===== src/rtl/fbf_pkg.sv =====
package fbf_pkg;
   typedef enum logic [1:0] {
      RD_ARRAY  = 2'd0,
      RD_IDENT  = 2'd1,
      RD_QUERY  = 2'd2,
      RD_STATUS = 2'd3
   } rd_mode_e;

   localparam int unsigned BUSY_BIT = 7;
endpackage


===== src/rtl/fbf_select.sv =====
module fbf_select (
   input  logic ce0_n,
   input  logic ce1_n,
   input  logic ce2,
   input  logic oe_n,
   input  logic pd_n,
   output logic sel,
   output logic rd_en
);
   // Selected only while all three enable terms agree; first term to drop deselects.
   assign sel   = ~ce0_n & ~ce1_n & ce2 & pd_n;
   assign rd_en = sel & ~oe_n;
endmodule


===== src/rtl/fbf_write_latch.sv =====
module fbf_write_latch #(
   parameter int unsigned ADDR_W = 23,
   parameter int unsigned DATA_W = 16
) (
   input  logic              clk,
   input  logic              pd_n,
   input  logic              sel,
   input  logic              we_n,
   input  logic              wide_mode,
   input  logic [ADDR_W-1:0] addr,
   input  logic [DATA_W-1:0] dq_in,
   output logic              wr_valid,
   output logic [ADDR_W-2:0] wr_word_addr,
   output logic              wr_byte_hi,
   output logic              wr_wide,
   output logic [DATA_W-1:0] wr_data
);
   logic we_q;
   logic we_rise;

   assign we_rise = ~we_q & we_n & sel;

   always_ff @(posedge clk or negedge pd_n) begin
      if (!pd_n) begin
         we_q         <= 1'b1;
         wr_valid     <= 1'b0;
         wr_word_addr <= '0;
         wr_byte_hi   <= 1'b0;
         wr_wide      <= 1'b0;
         wr_data      <= '0;
      end else begin
         we_q     <= we_n;
         wr_valid <= we_rise;
         if (we_rise) begin
            wr_word_addr <= addr[ADDR_W-1:1];
            wr_byte_hi   <= ~wide_mode & addr[0];
            wr_wide      <= wide_mode;
            wr_data      <= dq_in;
         end
      end
   end

   AST_WR_SINGLE_CYCLE: assert property (@(posedge clk) disable iff (!pd_n)
      wr_valid |=> !wr_valid);
   AST_WR_NEEDS_SEL: assert property (@(posedge clk) disable iff (!pd_n)
      wr_valid |-> $past(sel));
endmodule


===== src/rtl/fbf_read_path.sv =====
module fbf_read_path
   import fbf_pkg::*;
#(
   parameter int unsigned LANE_W = 8
) (
   input  logic                clk,
   input  logic                pd_n,
   input  logic                rd_en,
   input  logic                wide_mode,
   input  logic                byte_hi,
   input  logic                busy,
   input  logic                mode_set_valid,
   input  logic [1:0]          mode_set_val,
   input  logic [2*LANE_W-1:0] array_rdata,
   input  logic [2*LANE_W-1:0] ident_rdata,
   input  logic [2*LANE_W-1:0] query_rdata,
   input  logic [LANE_W-1:0]   status_in,
   output logic [2*LANE_W-1:0] dq_out,
   output logic [2*LANE_W-1:0] dq_oe
);
   localparam int unsigned DATA_W = 2 * LANE_W;

   rd_mode_e          mode;
   logic [DATA_W-1:0] src_word;
   logic              is_status;

   always_ff @(posedge clk or negedge pd_n) begin
      if (!pd_n)               mode <= RD_ARRAY;
      else if (mode_set_valid) mode <= rd_mode_e'(mode_set_val);
   end

   always_comb begin
      unique case (mode)
         RD_IDENT: src_word = ident_rdata;
         RD_QUERY: src_word = query_rdata;
         default:  src_word = array_rdata;
      endcase
   end

   assign is_status = (mode == RD_STATUS);

   for (genvar ln = 0; ln < 2; ln++) begin : g_lane
      logic [LANE_W-1:0] val;
      logic [LANE_W-1:0] en;
      if (ln == 0) begin : g_low
         always_comb begin
            if (is_status)      val = status_in;
            else if (byte_hi)   val = src_word[DATA_W-1:LANE_W];
            else                val = src_word[LANE_W-1:0];
            en = {LANE_W{rd_en}};
            if (busy) begin
               en  = '0;
               en[BUSY_BIT] = rd_en;
               val[BUSY_BIT] = 1'b0;
            end
         end
      end else begin : g_high
         always_comb begin
            val = src_word[DATA_W-1:LANE_W];
            en  = {LANE_W{rd_en & wide_mode & ~is_status & ~busy}};
         end
      end
      assign dq_out[ln*LANE_W +: LANE_W] = val;
      assign dq_oe[ln*LANE_W +: LANE_W]  = en;
   end

   AST_DESEL_FLOAT: assert property (@(posedge clk) disable iff (!pd_n)
      !rd_en |-> dq_oe == '0);
   AST_BYTE_HI_FLOAT: assert property (@(posedge clk) disable iff (!pd_n)
      !wide_mode |-> dq_oe[DATA_W-1:LANE_W] == '0);
   AST_STATUS_LOW_LANE: assert property (@(posedge clk) disable iff (!pd_n)
      is_status |-> dq_oe[DATA_W-1:LANE_W] == '0);
   AST_BUSY_B7_ONLY: assert property (@(posedge clk) disable iff (!pd_n)
      busy |-> (dq_oe & ~(DATA_W'(1) << BUSY_BIT)) == '0);
   AST_MODE_LOAD: assert property (@(posedge clk) disable iff (!pd_n)
      mode_set_valid |=> mode == rd_mode_e'($past(mode_set_val)));
endmodule


===== src/rtl/fbf_sts_drive.sv =====
module fbf_sts_drive #(
   parameter int unsigned PULSE_LEN = 4
) (
   input  logic clk,
   input  logic pd_n,
   input  logic pulse_mode,
   input  logic busy,
   input  logic done_evt,
   output logic pull_low
);
   localparam int unsigned CNT_W = $clog2(PULSE_LEN + 1);

   logic [CNT_W-1:0] cnt;

   always_ff @(posedge clk or negedge pd_n) begin
      if (!pd_n)              cnt <= '0;
      else if (done_evt)      cnt <= CNT_W'(PULSE_LEN);
      else if (cnt != '0)     cnt <= cnt - 1'b1;
   end

   assign pull_low = pulse_mode ? (cnt != '0) : busy;

   AST_CNT_BOUND: assert property (@(posedge clk) disable iff (!pd_n)
      cnt <= CNT_W'(PULSE_LEN));
   AST_PULSE_START: assert property (@(posedge clk) disable iff (!pd_n)
      (pulse_mode && done_evt) |=> (pull_low || !pulse_mode));
endmodule


===== src/rtl/flash_bus_front.sv =====
module flash_bus_front #(
   parameter int unsigned ADDR_W    = 23,
   parameter int unsigned LANE_W    = 8,
   parameter int unsigned PULSE_LEN = 4
) (
   input  logic                clk,
   input  logic                pd_n,
   input  logic                ce0_n,
   input  logic                ce1_n,
   input  logic                ce2,
   input  logic                oe_n,
   input  logic                we_n,
   input  logic                wide_mode,
   input  logic [ADDR_W-1:0]   addr,
   input  logic [2*LANE_W-1:0] dq_in,
   output logic [2*LANE_W-1:0] dq_out,
   output logic [2*LANE_W-1:0] dq_oe,
   output logic [ADDR_W-2:0]   word_addr,
   input  logic [2*LANE_W-1:0] array_rdata,
   input  logic [2*LANE_W-1:0] ident_rdata,
   input  logic [2*LANE_W-1:0] query_rdata,
   input  logic [LANE_W-1:0]   status_in,
   input  logic                mode_set_valid,
   input  logic [1:0]          mode_set_val,
   input  logic                wsm_busy,
   input  logic                done_evt,
   input  logic                sts_pulse_mode,
   output logic                sts_pull_low,
   output logic                wr_valid,
   output logic [ADDR_W-2:0]   wr_word_addr,
   output logic                wr_byte_hi,
   output logic                wr_wide,
   output logic [2*LANE_W-1:0] wr_data
);
   localparam int unsigned DATA_W = 2 * LANE_W;

   initial begin
      assert (ADDR_W >= 2)    else $error("ADDR_W must be at least 2");
      assert (LANE_W >= 8)    else $error("LANE_W must hold status bit 7");
      assert (PULSE_LEN >= 1) else $error("PULSE_LEN must be at least 1");
   end

   logic sel;
   logic rd_en;
   logic byte_hi;

   assign word_addr = addr[ADDR_W-1:1];
   assign byte_hi   = ~wide_mode & addr[0];

   fbf_select u_sel (
      .ce0_n (ce0_n), .ce1_n (ce1_n), .ce2 (ce2), .oe_n (oe_n), .pd_n (pd_n),
      .sel (sel), .rd_en (rd_en)
   );

   fbf_read_path #(.LANE_W(LANE_W)) u_rd (
      .clk (clk), .pd_n (pd_n), .rd_en (rd_en), .wide_mode (wide_mode),
      .byte_hi (byte_hi), .busy (wsm_busy),
      .mode_set_valid (mode_set_valid), .mode_set_val (mode_set_val),
      .array_rdata (array_rdata), .ident_rdata (ident_rdata),
      .query_rdata (query_rdata), .status_in (status_in),
      .dq_out (dq_out), .dq_oe (dq_oe)
   );

   fbf_write_latch #(.ADDR_W(ADDR_W), .DATA_W(DATA_W)) u_wr (
      .clk (clk), .pd_n (pd_n), .sel (sel), .we_n (we_n),
      .wide_mode (wide_mode), .addr (addr), .dq_in (dq_in),
      .wr_valid (wr_valid), .wr_word_addr (wr_word_addr),
      .wr_byte_hi (wr_byte_hi), .wr_wide (wr_wide), .wr_data (wr_data)
   );

   fbf_sts_drive #(.PULSE_LEN(PULSE_LEN)) u_sts (
      .clk (clk), .pd_n (pd_n), .pulse_mode (sts_pulse_mode),
      .busy (wsm_busy), .done_evt (done_evt), .pull_low (sts_pull_low)
   );

   AST_WADDR_MAP: assert property (@(posedge clk) disable iff (!pd_n)
      wr_valid |-> wr_word_addr == $past(word_addr));
endmodule


===== config.mk =====
export PLATFORM = sky130hd
export DESIGN_NAME = flash_bus_front
export DESIGN_NICKNAME = d
export VERILOG_FILES = /design/src/rtl/fbf_pkg.sv /design/src/rtl/fbf_select.sv /design/src/rtl/fbf_write_latch.sv /design/src/rtl/fbf_read_path.sv /design/src/rtl/fbf_sts_drive.sv /design/src/rtl/flash_bus_front.sv
export SDC_FILE = /design/constraint.sdc
export NUM_CORES = 1
export LEC_CHECK = 0
export ABC_AREA = 1
export BUFFER_PORTS_ARGS = -buffer_cell sky130_fd_sc_hd__buf_2
export CAP_MARGIN = 20
export CORE_ASPECT_RATIO = 1.75
export CORE_MARGIN = 4
export CORE_UTILIZATION = 42
export CTS_BUF_LIST = sky130_fd_sc_hd__clkbuf_2 sky130_fd_sc_hd__clkbuf_4 sky130_fd_sc_hd__clkbuf_8
export CTS_CLUSTER_SIZE = 30
export DETAILED_ROUTE_END_ITERATION = 10
export MAX_ROUTING_LAYER = met4
export PLACE_DENSITY_LB_ADDON = 0.08
export SLEW_MARGIN = 25
export SYNTH_ARGS = -nofsm -noshare
export SYNTH_HDL_FRONTEND = slang
export SYNTH_SLANG_ARGS = --single-unit

===== constraint.sdc =====
create_clock -name clk -period 2 [get_ports clk]
set_input_delay 0.3 -clock clk [delete_from_list [all_inputs] [get_ports clk]]
set_output_delay 0.3 -clock clk [all_outputs]
set_load 0.03 [all_outputs]

## Word level (Yosys, flattened, before mapping)

Cells that the tools add are included.

| storage, ports and cells | value |
|---|---|
| output and inout port bits | 96 |
| flip-flop bits (word level) | 47 |
| word-level logic and storage cells | 39 |
| input port bits | 109 |

| cells by class | value |
|---|---|
| eq/ne operators | 3 |
| add/sub/neg operators | 1 |
| muxes and demuxes | 8 |
| bitwise logic cells | 17 |
| reductions and logical operators | 2 |

Operator list:

| kind | count |
|---|---|
| 16-bit case mux with 2 select lines | 1 |
| 8-bit two-way mux | 2 |
| 1-bit bitwise AND | 10 |
| 7-bit two-way mux | 1 |
| 1-bit NOT | 7 |
| 3-bit two-way mux | 2 |
| 2-bit equality test (second input constant) | 2 |
| 3-bit nonzero test | 1 |
| 3-bit by 1-bit subtractor with 3-bit output (second input constant) | 1 |
| 2-bit by 1-bit equality test with 1-bit output (second input constant) | 1 |
| 1-bit two-way mux | 2 |
| 2-bit nonzero test | 1 |

## Depth between registers and ports, before layout

Gate-level depths: netlist of the first run.

| logic depth | value |
|---|---|
| depth after elaboration | 8 |
| mapped depth | 10 |
| mapped depth without buffers | 8 |

## By module

From an unflattened synthesis of the first run, not the netlist that was laid out.

| unflattened totals | value |
|---|---|
| cell total of the unflattened synthesis | 398 |
| area, all modules | 2,974.1 µm² |

By module, submodules not included:

| module | cells an instance | instances | area an instance (µm²) | seq. area each (µm²) |
|---|---|---|---|---|
| fbf_write_latch | 186 | 1 | 1,751.7 | 1,052.3 |
| fbf_read_path | 157 | 1 | 832.0 | 50.0 |
| fbf_sts_drive | 25 | 1 | 190.2 | 75.1 |
| flash_bus_front | 24 | 1 | 175.2 | 0.0 |
| fbf_select | 6 | 1 | 25.0 | 0.0 |

## Worst setup path after synthesis of the first run

Ideal clock, no wire load.

| timing | value |
|---|---|
| kind | input to output |
| start | input ce1_n |
| end | output dq_oe[10] |
| arrival | 2,371 ps |
| setup slack | -671 ps |
| stages | 5 |
| path buffers | 1 |
| required time | 1,700 ps |
| cells stage by stage | nor2_1 nand2_1 nor3_1 and3_1 buf_4 |

| on the way | value |
|---|---|
| longest elaborated chain between the ends | 8 |

Ends and longest elaborated chain:

| what | line | source |
|---|---|---|
| start, declared | flash_bus_front.sv:9 | `input logic ce1_n,` |
| 1-bit NOT | fbf_select.sv:11 | `assign sel = ~ce0_n & ~ce1_n & ce2 & pd_n;` |
| 1-bit bitwise AND (3 in a row) | fbf_select.sv:11 |  |
| 1-bit bitwise AND | fbf_select.sv:12 | `assign rd_en = sel & ~oe_n;` |
| 1-bit bitwise AND (3 in a row) | fbf_read_path.sv:60 | `en = {LANE_W{rd_en & wide_mode & ~is_status & ~busy}};` |
| end, declared | flash_bus_front.sv:17 | `output logic [2*LANE_W-1:0] dq_oe,` |

Every way passes these cells.

## Worst setup path after layout of the first run

| timing | value |
|---|---|
| start | register u_rd.mode[1] |
| end | output dq_out[2] |

| on the way | value |
|---|---|
| longest elaborated chain between the ends | 4 |
| elaborated cells between the ends (all ways) | 6 |
| those cells by class | eq/ne: 3; mux: 3 |

Ends and longest elaborated chain:

| what | line | source |
|---|---|---|
| start, declared | fbf_read_path.sv:23 | `rd_mode_e mode;` |
| start signal, assigned | fbf_read_path.sv:29 | `else if (mode_set_valid) mode <= rd_mode_e'(mode_set_val);` |
| 2-bit equality test / 2-bit by 1-bit equality test with 1-bit output (equally long branches) | fbf_read_path.sv:33 | `unique case (mode)` |
| 16-bit case mux with 2 select lines | fbf_read_path.sv:33 |  |
| 8-bit two-way mux | fbf_read_path.sv:48 | `else if (byte_hi) val = src_word[DATA_W-1:LANE_W];` |
| 8-bit two-way mux (*) | fbf_read_path.sv:47 | `if (is_status) val = status_in;` |
| end, declared | flash_bus_front.sv:16 | `output logic [2*LANE_W-1:0] dq_out,` |

Every way passes the cells marked *; elsewhere a longest branch is shown, timed or not.

==> flow_summary.toml, run 1 <==
[logic_synthesis]
synth_area_um2 = 2770
synth_top_area_share = 0.416
synth_area_leaders = "dfrtp_1 (42%), nand2_1 (28%), buf_4 (10%)"
syn_inst = 385
async_flop_share = 1.00
syn_nets = 499
ys_warn_count = 0
ys_ff_latch = 47
synth.mux.area_fraction = 0
synth_compound_area_frac = 0.0294
synthFlopType = "dfrtp_1"
synth_edf_count = 0
synthSimpleGateAreaFrac = 0.363
seq_area_frac_synth = 0.425
synth_area_per_cell_um2 = 7.19
netlist-cell-type-count = 26
yosysTopAreaCell = "dfrtp_1"
synth_fa_ha_area_frac = 0.0226
synth_top_family_by_area = "simple AND/OR/NAND/NOR gates"
synthXorXnorAreaFrac = 0

[detailed_routing]
via_per_inst = 4.66
routed_wl_mm = 9.37
remaining_drc_errors = 0
routed-via-count = 2986
avgRoutedWirePerCell_um = 14.6
dr.pass1.iters = 4
drtIter0Drc = 110
ant_nets = 0

[job]
maxCapViolCount = 0

[placed_design]
place_ws_ns = 0.0738
place.gp.congestion = 0.971
port-buffer-count = 204
dp_hpwl_mm = 7.33

[layout]
fillers = 617
areaGrowthSynthToFinish_pct = 44.4
fin_nets = 674
drive_gt1_frac = 0.453
utilization = 0.632
diodes = 0

[setup_path]
worstSetupPathType = "register to output pin"
worstSetupEndpointType = "output pin"
cp_data_required_time_ns = 1.70
arrival_ns = 1.78
crit_path_max_fanout = 9
critPathLaunch = "u_rd.mode[1]"
worstReg2RegStart = "u_wr.we_q"
cp-start-kind = "register"

[grt]
grt_pass1_wl_mm = 14.4
antenna_found_initial = 0
busiest_layer = "met2"
use_met3 = 0.0437
grt_usage = 0.234
grt_pass1_vias = 2943
use_met2 = 0.414
grt_use_met1 = 0.255
grt_overflow = 0
grt_max_degree = 48

[floorplanning]
die_w_um = 69.4
start_util = 0.438
die_h_um = 115
rows = 38
die_area_um2 = 8000
core_region_area_um2 = 6320
num_io_pins = 205

[power]
power.total_w = 0.00362
pwr_density_cell_nw_per_um2 = 906
vdd_ir_drop_max_mv = 0.779
p_leak_nw = 2.45

[sta]
tightest_slew_ns = 0.630
setup_ws_ns = -0.0767
rsz0062_at_grt = "true"
hold_violations = 0
tns_ns = -0.908
layout_worst_path_cycle_share = 1.04
setup_violations = 16
max_clock_freq_mhz = 482
timing.final.max_slew_violations = 0
relSlewSlack = 0.579
fin_worst_skew_ns = 0.00871
holdWs_ns = 0.0941
period_needed_ns = 2.08

[clock_tree]
h-tree-depth = 2
clockBufferDepth = 2
cts_buffers = 5
clk_pin_slew_worst_paths_ns = 0.09
cts-root-buf = "clkbuf_8"
clock_sinks = 47
tritoncts = "built"
clk_latency_ns = 0.29

[status]
status = "finished with violations"
violations = "setup timing"

[worst_hold_path]
hp-class = "input port to asynchronous set/reset pin"
sequential cells by signal, indices dropped and copies added (netlist names):
register	count
u_wr.wr_wide	1
u_wr.wr_valid	1
u_wr.wr_byte_hi	1
u_rd.mode	2
u_wr.wr_word_addr	22
u_wr.we_q	1
u_sts.cnt	3
u_wr.wr_data	16
cells in the mapped netlist (2+ instances only):
master      n
nor2_1      4
or2_2       3
dfrtp_1    46
o21ai_0     9
or2_1       8
o21ai_2     2
clkbuf_1    4
nand3_1    24
inv_1      16
buf_2       6
ha_1        5
clkbuf_2    2
nand2_1   203
buf_6       3
and2_1      3
buf_4      37
what timing repair did:
item	CTS	global route
setup endpoints to repair	24	23
hold buffers	0	0
pin swaps	5	5
hold endpoints to repair	0	0
resized for setup	32	48
buffers inserted	1	8
metrics by stage:
| step | cell area, µm² | cells |
|---|---|---|
| floorplan | 2780 | 385 |
| global placement | 3610 | 625 |
| detailed placement | 3610 | 625 |
| CTS | 3850 | 634 |
| global route | 4000 | 641 |
| finish | 4000 | 641 |
cell families after synthesis:
kind of cell / count (synthesis)
AOI/OAI and AO/OA: 14
adders and majority gates: 5
DFF: 47
and+or+nand+nor: 248
buffers and inverters: 71
power breakdown:
part	total [W]	switching (W)	internal (W)
Combinational	0.00159	0.00102	0.000569
Sequential	0.00122	0.0000896	0.00113
Clock	0.000818	0.000305	0.000513
Total	0.00362	0.00141	0.00221
cell type report:
| type | instances | area [µm²] | share of cell area |
|---|---|---|---|
| clock buffer | 6 | 76.3 | 0.0191 |
| clock inverter | 2 | 60.1 | 0.0150 |
| inverter | 19 | 81.3 | 0.0204 |
| multi-input combinational | 267 | 1220 | 0.307 |
| sequential | 47 | 1180 | 0.295 |
| tap | 80 | 100 | 0.0250 |
| timing repair buffer | 220 | 1270 | 0.319 |
worst paths after layout:
path | end | depth (start not counted) | slack [ns]
min in group clk | u_wr.we_q | 1 | 0.10
max reg2reg | u_wr.wr_data[7] | 5 | 0.66
min | u_sts.cnt[2] | 2 | 0.09
max | dq_out[2] | 11 | -0.08
max in group asynchronous | u_rd.mode[1] | 2 | 1.47
min reg2reg | u_wr.wr_data[11] | 2 | 0.48
routing by layer:
layer,part of all wire,wire (µm)
met1,0.36,3410
met2,0.52,4890
met3,0.082,767
met4,0.032,303
met5,0,0
layout by cell type, fill, tap and decap left out:
cell       instances
o211ai_1           1
dfrtp_2            2
buf_8              1
inv_8              1
and2_1             2
o21ai_2            4
nand3_2            2
or2_1              8
or2_4              3
nand3_1           23
nor3_4             1
dfstp_2            1
nand2_2            3
and2_4             1
a21oi_2            1
ha_1               3
inv_2              3
nor2_1             4
nand2_1          200
inv_1             14
and3_4             1
o22ai_1            1
dfrtp_1           44
buf_12             1
inv_4              1
clkbuf_4           1
buf_2            180
o21ai_0            7
buf_6             14
ha_4               2
clkbuf_8           5
buf_4             24
bufinv_16          2
critical path: stages (launching register included):
cell     delay (ns)
dfrtp_2        0.41
inv_2          0.06
ha_4           0.16
buf_12         0.14
buf_8          0.13
nand2_2        0.05
nand2_2        0.06
o21ai_2        0.14
nand2_1        0.06
nand3_1        0.08
nand2_1        0.06
buf_6          0.13
No activity file was read; power rests on OpenSTA's default activity.
==> inputs of run 2 (changes only) <==
--- a/config.mk
+++ b/config.mk
@@ -7,7 +7,6 @@
 export LEC_CHECK = 0
 export ABC_AREA = 1
 export BUFFER_PORTS_ARGS = -buffer_cell sky130_fd_sc_hd__buf_2
-export CAP_MARGIN = 20
 export CORE_ASPECT_RATIO = 1.75
 export CORE_MARGIN = 4
 export CORE_UTILIZATION = 42
@@ -15,7 +14,7 @@
 export CTS_CLUSTER_SIZE = 30
 export DETAILED_ROUTE_END_ITERATION = 10
 export MAX_ROUTING_LAYER = met4
-export PLACE_DENSITY_LB_ADDON = 0.08
+export PLACE_DENSITY = 0.83
 export SLEW_MARGIN = 25
 export SYNTH_ARGS = -nofsm -noshare
 export SYNTH_HDL_FRONTEND = slang
==> run 2 against run 1 <==
Against the previous run: the flow still finishes with violations (setup timing); worst hold slack improved by 0.0061 ns; largest cell class unchanged; clock power decreased by 30%; die area unchanged; critical endpoint is now dq_out[6]; core utilization decreased by 0.38 points; fmax decreased by 1.8%; critical path type unchanged; wire length decreased by 2.4%; clock skew decreased by 0.0011 ns; flip-flop and latch count unchanged.
==> flow_summary.toml, run 2 (synthesized netlist as in run 1, its figures left out) <==
[status]
status = "finished with violations"
violations = "setup timing"

[setup_path]
arrival_ns = 1.82
crit_path_max_fanout = 5
crit_chain = "ha_4, inv_4, or2_1, nand3_1, nand2_1, nand2_1, nand2_1, buf_6"
cp_data_required_time_ns = 1.70
cp-start-kind = "register"
worstSetupEndpointType = "output pin"
slowest_delay_ns = 0.43
slowest_stage = "dfrtp_1"
worstSetupPathType = "register to output pin"
r2r_slack_ns = 0.64
crit_path_frequent_cell = "nand2_1"

[grt]
grt_max_degree = 48
grt_pass1_wl_mm = 14.6
grt_usage = 0.234
grt_pass1_vias = 3143
grt_overflow = 0
antenna_found_initial = 1

[clock_tree]
cts_buffers = 5
clockBufferDepth = 2
clk_latency_ns = 0.30
clock_sinks = 47
clk_pin_slew_worst_paths_ns = 0.09
h-tree-depth = 2
cts-root-buf = "clkbuf_8"
tritoncts = "built"

[floorplanning]
num_io_pins = 205
start_util = 0.438
die_w_um = 69.4
rows = 38
die_h_um = 115
die_area_um2 = 8000
core_region_area_um2 = 6320

[sta]
relSlewSlack = 0.595
hold_violations = 0
rsz0062_at_grt = "true"
period_needed_ns = 2.12
timing.final.max_slew_violations = 0
setup_violations = 9
tightest_slew_ns = 0.607
max_clock_freq_mhz = 473
layout_worst_path_cycle_share = 1.06
setup_ws_ns = -0.115
tns_ns = -0.787
fin_worst_skew_ns = 0.00765

[layout]
largest_register_ffs = 22
most-common-layout-cells = "nand2_1 (199), buf_2 (180), dfrtp_1 (46)"
top_register = "u_wr.wr_word_addr"
largest_registers = "u_wr.wr_word_addr x22, u_wr.wr_data x16, u_sts.cnt x3"
utilization = 0.628
layout_commonest_cell = "nand2_1"
areaGrowthSynthToFinish_pct = 43.5
drive_gt1_frac = 0.464
fin_nets = 675

[power]
p_leak_nw = 2.44
pwr_density_cell_nw_per_um2 = 862
power_frac_seq = 0.357
switchingPower_w = 0.00145
p_sw_frac = 0.423
vdd_ir_drop_max_mv = 0.575
power.internal_w = 0.00198
combinationalPowerShare = 0.477
clock_power_share = 0.167

[placed_design]
place.gp.congestion = 0.973
port-buffer-count = 204
dp_hpwl_mm = 7.02

[detailed_routing]
ant_nets = 0
dr.pass1.iters = 4
routed_wl_mm = 9.14
drtIter0Drc = 109
remaining_drc_errors = 0
routed-via-count = 3123
via_per_inst = 4.86
avgRoutedWirePerCell_um = 14.2

[job]
maxCapViolCount = 0

[worst_hold_path]
hp-class = "input port to asynchronous set/reset pin"
[run 2: final cells by class]
class | instances | area, µm²
sequential | 47 | 1180
fill | 558 | 2350
tap | 80 | 100
timing repair inverter | 2 | 12.5
clock buffer | 6 | 76.3
antenna | 1 | 2.50
multi-input combinational | 267 | 1250
clock inverter | 2 | 12.5
inverter | 19 | 80.1
timing repair buffer | 219 | 1260
[run 2: critical path: cells and delay by family, from the launching register on]
family / cells / cell delay [ns]
adder cells (fa/ha/maj): 1 / 0.37
buffers and inverters: 2 / 0.21
flip-flops: 1 / 0.43
AND/OR/NAND/NOR: 5 / 0.51
[run 2: repair_timing]
item	in CTS	in global routing
pin swaps	8	4
buffers inserted	4	0
hold buffers	0	0
gates resized for setup	48	34
gates cloned	2	0
setup endpoints to repair	16	24
[run 2: power groups by stage]
| stage | clock, W | combinational (W) | sequential [W] |
|---|---|---|---|
| 4_1_cts | 0.000593 | 0.00160 | 0.00122 |
| 3_3_place_gp | 0 | 0.00141 | 0.00123 |
| 2_1_floorplan | 0 | 0.000674 | 0.00153 |
| 3_5_place_dp | 0 | 0.00145 | 0.00123 |
| 6_report | 0.000571 | 0.00163 | 0.00122 |
| 5_1_grt | 0.000632 | 0.00176 | 0.00124 |
[run 2: final timing paths]
check,from,to,cells after the start
worst max-delay path,u_rd.mode[1],dq_out[6],8
worst min-delay path,pd_n,u_wr.wr_data[9],2
worst max register to register,u_wr.we_q,u_wr.wr_word_addr[14],5
worst min register to register,u_wr.wr_word_addr[7],u_wr.wr_word_addr[7],2
max in group asynchronous,pd_n,u_wr.wr_word_addr[7],2
min in group clk,we_n,u_wr.we_q,1
[run 2: layer usage]
metal	routed length (µm)	vias to the layer above	track usage
li1	-	1489	-
met1	3150	1387	0.242
met2	4660	209	0.411
met3	908	38	0.0446
met4	424	0	0.134
met5	0	-	-
[run 2: metrics by stage]
step	hold slack, ns	worst slack [ns]	cells	instance area (µm²)	total power, W
floorplan	0.00441	0.0851	385	2780	0.00221
global placement	0.416	0.139	628	3620	0.00264
detailed placement	0.420	0.0769	628	3620	0.00268
CTS	0.0858	-0.106	642	3900	0.00342
global route	0.0912	-0.207	643	3970	0.00363
finish	0.100	-0.115	643	3970	0.00343
